File: config.mk
export PLATFORM = sky130hd
export DESIGN_NAME = chop_ctrl
export DESIGN_NICKNAME = d
export VERILOG_FILES = /design/src/rtl/chop_ctrl.sv
export SDC_FILE = /design/constraint.sdc
export NUM_CORES = 1
export LEC_CHECK = 0
export BUFFER_PORTS_ARGS = -buffer_cell sky130_fd_sc_hd__buf_2
export CAP_MARGIN = 20
export CORE_UTILIZATION = 50
export DETAILED_ROUTE_END_ITERATION = 6
export PLACE_DENSITY = 0.67
export SLEW_MARGIN = 30
export SYNTH_ARGS = -nofsm -noshare
export SYNTH_HDL_FRONTEND = slang
export SYNTH_SLANG_ARGS = --single-unit
File: constraint.sdc
create_clock -name clk -period 4.99 [get_ports clk]
set_input_delay 0.998 -clock clk [delete_from_list [all_inputs] [get_ports clk]]
set_output_delay 0.998 -clock clk [all_outputs]
set_load 0.02 [all_outputs]
File: src/rtl/chop_ctrl.sv
module chop_ctrl #(
  parameter int PERIOD_CLKS = 600,
  parameter int BLANK_CLKS  = 50,
  parameter int TAIL_CLKS   = 50
) (
  input  logic       clk,
  input  logic       rst_n,
  input  logic       en,
  input  logic [1:0] decay_sel,
  input  logic       cmp_raw,
  output logic [1:0] bridge,
  output logic       period_start
);
  localparam int CW = $clog2(PERIOD_CLKS);
  localparam logic [CW-1:0] LAST       = CW'(PERIOD_CLKS - 1);
  localparam logic [CW-1:0] BLANK_END  = CW'(BLANK_CLKS);
  localparam logic [CW-1:0] TAIL_START = CW'(PERIOD_CLKS - TAIL_CLKS);
  localparam logic [1:0] BR_OFF = 2'b00, BR_CHG = 2'b01, BR_SLOW = 2'b10, BR_FAST = 2'b11;
  localparam logic [1:0] M_SLOW = 2'b00, M_MIX = 2'b01, M_FAST = 2'b10;

  logic [CW-1:0] cnt_q;
  logic          cmp_m, cmp_s;
  logic          over_q, early_q;
  logic [1:0]    mode_q;
  logic [1:0]    phase;

  wire wrap     = (cnt_q == LAST);
  wire in_blank = (cnt_q < BLANK_END);
  wire in_tail  = (cnt_q >= TAIL_START);
  wire over     = over_q | (cmp_s & ~in_blank);
  wire early    = early_q | (cmp_s & (cnt_q == BLANK_END));
  wire [1:0] sel_dec = (decay_sel == 2'b11) ? M_MIX : decay_sel;

  always_ff @(posedge clk or negedge rst_n) begin
    if (!rst_n) begin
      cnt_q   <= '0;
      cmp_m   <= 1'b0;
      cmp_s   <= 1'b0;
      over_q  <= 1'b0;
      early_q <= 1'b0;
      mode_q  <= M_MIX;
    end else begin
      cmp_m <= cmp_raw;
      cmp_s <= cmp_m;
      if (wrap) begin
        cnt_q   <= '0;
        over_q  <= 1'b0;
        early_q <= 1'b0;
        mode_q  <= sel_dec;
      end else begin
        cnt_q   <= cnt_q + CW'(1);
        over_q  <= over;
        early_q <= early;
      end
    end
  end

  always_comb begin
    if (in_blank) phase = BR_CHG;
    else begin
      case (mode_q)
        M_SLOW:  phase = over ? BR_SLOW : BR_CHG;
        M_FAST:  phase = over ? BR_FAST : BR_CHG;
        default: phase = (in_tail || early) ? BR_FAST : (over ? BR_SLOW : BR_CHG);
      endcase
    end
  end

  assign bridge       = en ? phase : BR_OFF;
  assign period_start = (cnt_q == '0);

  p_off_r2: assert property (@(posedge clk) disable iff (!rst_n)
    !en |-> bridge == BR_OFF);
  p_blank_charge_r3: assert property (@(posedge clk) disable iff (!rst_n)
    (en && cnt_q < BLANK_END) |-> bridge == BR_CHG);
  p_strobe_single_r1: assert property (@(posedge clk) disable iff (!rst_n)
    period_start |=> !period_start);
  p_slow_no_fast_r5: assert property (@(posedge clk) disable iff (!rst_n)
    (mode_q == M_SLOW) |-> bridge != BR_FAST);
  p_fast_no_slow_r6: assert property (@(posedge clk) disable iff (!rst_n)
    (mode_q == M_FAST) |-> bridge != BR_SLOW);
  p_mixed_tail_r8: assert property (@(posedge clk) disable iff (!rst_n)
    (en && mode_q == M_MIX && cnt_q >= TAIL_START) |-> bridge == BR_FAST);
  p_decay_sticky_r10: assert property (@(posedge clk) disable iff (!rst_n)
    (en && bridge == BR_SLOW && !wrap) |=> (!en || bridge == BR_SLOW || bridge == BR_FAST));
endmodule

==> flow_metrics.env <==
export IMPL_syn_area_sq_um=821
export IMPL_area_delta_synth_final_pct=7.77
export IMPL_rsz0062_at_grt="false"
export IMPL_instances_no_fill=103
export IMPL_setup_tns_final_ns=0
export IMPL_core_area_sq_um=1520
export IMPL_cts_htree_levels=1
export IMPL_required_ns=3.99
export IMPL_post_place_cells=99
export IMPL_synthCells=79
export IMPL_yosysTopAreaCellShare_pct=45.7
export IMPL_cts_setup_buffers=0
export IMPL_timing_final_crit_share_pct=60.4
export IMPL_grt_max_degree=17
export IMPL_worst_slew_pin_slew_ns=0.584
export IMPL_synthTopCellsByCount="dfrtp_1, nor2_1, nand2_1, xnor2_1, xor2_1"
export IMPL_first_pass_iters=3
export IMPL_numCtsBuffers=3
export IMPL_ys_warn_count=0
export IMPL_grt_pass1_vias=549
export IMPL_synth_most_common_cell="dfrtp_1"
export IMPL_wl_microns=1390
export IMPL_critPathKind="reg2out"
export IMPL_numPortBuffers=8
export IMPL_outcome="finished, final reports clean"
export IMPL_ys_seq_area_share_pct=48.9
export IMPL_finalClockSkew_ns=0.00438
export IMPL_grt_pass1_wl_microns=2460
export IMPL_io_pin_count=9
export IMPL_cts_sink_count=16
export IMPL_postRouteAntennaNets=0
export IMPL_gp_congestion=0.726
export IMPL_slew_violations=0
export IMPL_syn_nets=88
export IMPL_post_cts_resized=0
export IMPL_synth_cell_type_count=28
export IMPL_vias=576
export IMPL_die_w_microns=42.5
export IMPL_final_nets=97
export IMPL_end_kind="primary output"
export IMPL_grt_ovfl_total=0
export IMPL_die_area_sq_um=1810
export IMPL_fin_crit_ns=3.02
export IMPL_clk_latency_ns=0.29
export IMPL_r2r_cells=5
export IMPL_track_usage_pct=18.9
export IMPL_clock_fmax_ghz=0.332
export IMPL_antenna_found_initial=0
export IMPL_peakVddDrop_mv=0.220
export IMPL_leakage_nw=0.426
export IMPL_initial_core_util_pct=53.9
export IMPL_finalHoldViolCount=0
export IMPL_power_density_nw_per_um2=254
export IMPL_hold_buffers=0
export IMPL_cts_root_buf="clkbuf_4"
export IMPL_drive_above_1_share_pct=20.7
export IMPL_cp_max_fo=4
export IMPL_ys_flop_type="dfrtp_1"
export IMPL_first_iter_violations=2
export IMPL_cap_violations=0
export IMPL_dpl_hpwl_microns=995
export IMPL_vias_per_cell=5.59
export IMPL_die_height_microns=42.5
export IMPL_cp_start_kind="flop"
export IMPL_syn_area_per_cell_sq_um=10.4
export IMPL_rows=14
export IMPL_p_total_w=0.000225
export IMPL_setup_slack_ns=1.97
export IMPL_tritoncts="done"
export IMPL_synth_top_area_cell="dfrtp_1"
export IMPL_critPathArrivalTime_ns=2.02
export IMPL_fillers=137
export IMPL_yosys_top_cells_area="dfrtp_1, nor2_1, ha_1, xnor2_1, xor2_1"
export IMPL_dp_slack_ns=2.28
export IMPL_setup_violations=0
export IMPL_clkTransAtPathRegs_ns=0.09
export IMPL_synth_async_reset_ratio_pct=100
export IMPL_synth_edf_count=0
export IMPL_n_antenna_cell=0
export IMPL_hold_path_class="reg2reg"
export IMPL_clk_path_buf_depth=2
export IMPL_synth_seq_cells=16
export IMPL_wire_per_inst_microns=13.5
export IMPL_slew_limit_headroom_pct=60.7
export IMPL_min_path_cells=0
export IMPL_route_detailed_drc=0
[power breakdown]
part / internal, W / switching (W)
sequential: 0.000130 / 0.000000403
combinational: 0.00000255 / 0.00000403
clock: 0.0000445 / 0.0000427
[metal layers]
layer	track usage [%]	routed length, microns	up-vias
li1	-	-	289
met1	24.2	692	275
met2	28.3	610	7
met3	3.88	38	5
met4	13.1	46	0
met5	0	0	-
[flip-flops by register name, indices dropped and copies added, names as in the netlist]
signal and cells:
cnt_q 10, mode_q 2, over_q 1, cmp_s 1
cmp_m 1, early_q 1
[cells in the final DEF (no fill, tap or decap)]
cell      count
a2111o_1      1
a211o_1       1
a21bo_2       1
a21boi_2      1
a21oi_1       2
a31oi_1       2
and3_1        1
and4_1        2
and4_2        1
buf_2         8
clkbuf_4      3
clkbuf_8      1
dfrtp_1      15
dfstp_2       1
ha_1          3
inv_1         3
mux2_2        2
nand2_1       4
nand3_1       3
nand4_1       3
nor2_1       14
nor2b_1       2
nor3_1        1
nor4_1        1
o21ai_1       1
o311ai_0      1
or3b_1        1
xnor2_1       4
xor2_1        4
[path summary, 6_finish.rpt]
kind	end	slack (ns)	from
setup reg to reg	mode_q[1]	3.13	cnt_q[1]
max in group asynchronous	mode_q[0]	4.09	rst_n
hold / removal	cmp_s	0.36	cmp_m
hold reg to reg	cmp_s	0.36	cmp_m
setup / recovery	bridge[0]	1.97	cnt_q[9]
min in group asynchronous	cnt_q[6]	0.59	rst_n
[cells by family after synthesis]
| family | Yosys count | share of synthesized area [%] |
|---|---|---|
| mux | 2 | 2.74 |
| simple gates | 33 | 20.4 |
| buf+inv | 7 | 5.34 |
| xor+xnor | 8 | 8.54 |
| flops | 16 | 48.9 |
| fa+ha+maj | 3 | 4.57 |
| compound gates | 10 | 9.45 |
[worst max-delay path: stages, from the launching register on]
cell and delay, ns:
dfrtp_1 0.44, nor4_1 0.56, a21oi_1 0.19, a21bo_2 0.23, a31oi_1 0.12, buf_2 0.18
[stage by stage]
stage	area, sq um	utilization, %	hold slack [ns]
finish	885	58.0	0.360
global route	885	58.0	0.376
CTS	885	58.0	0.362
detailed placement	848	55.7	0.340
global placement	848	55.7	0.339
floorplan	821	-	0.331
[cell type report]
type | instances | area, sq um | area share, %
Timing Repair Buffer | 8 | 40.0 | 4.53
Sequential cell | 16 | 402 | 45.4
Multi-Input combinational cell | 56 | 375 | 42.4
Inverter | 3 | 11.3 | 1.27
Clock buffer | 4 | 36.3 | 4.10
Tap cell | 16 | 20.0 | 2.26
Power figures use the tool's default switching activity.
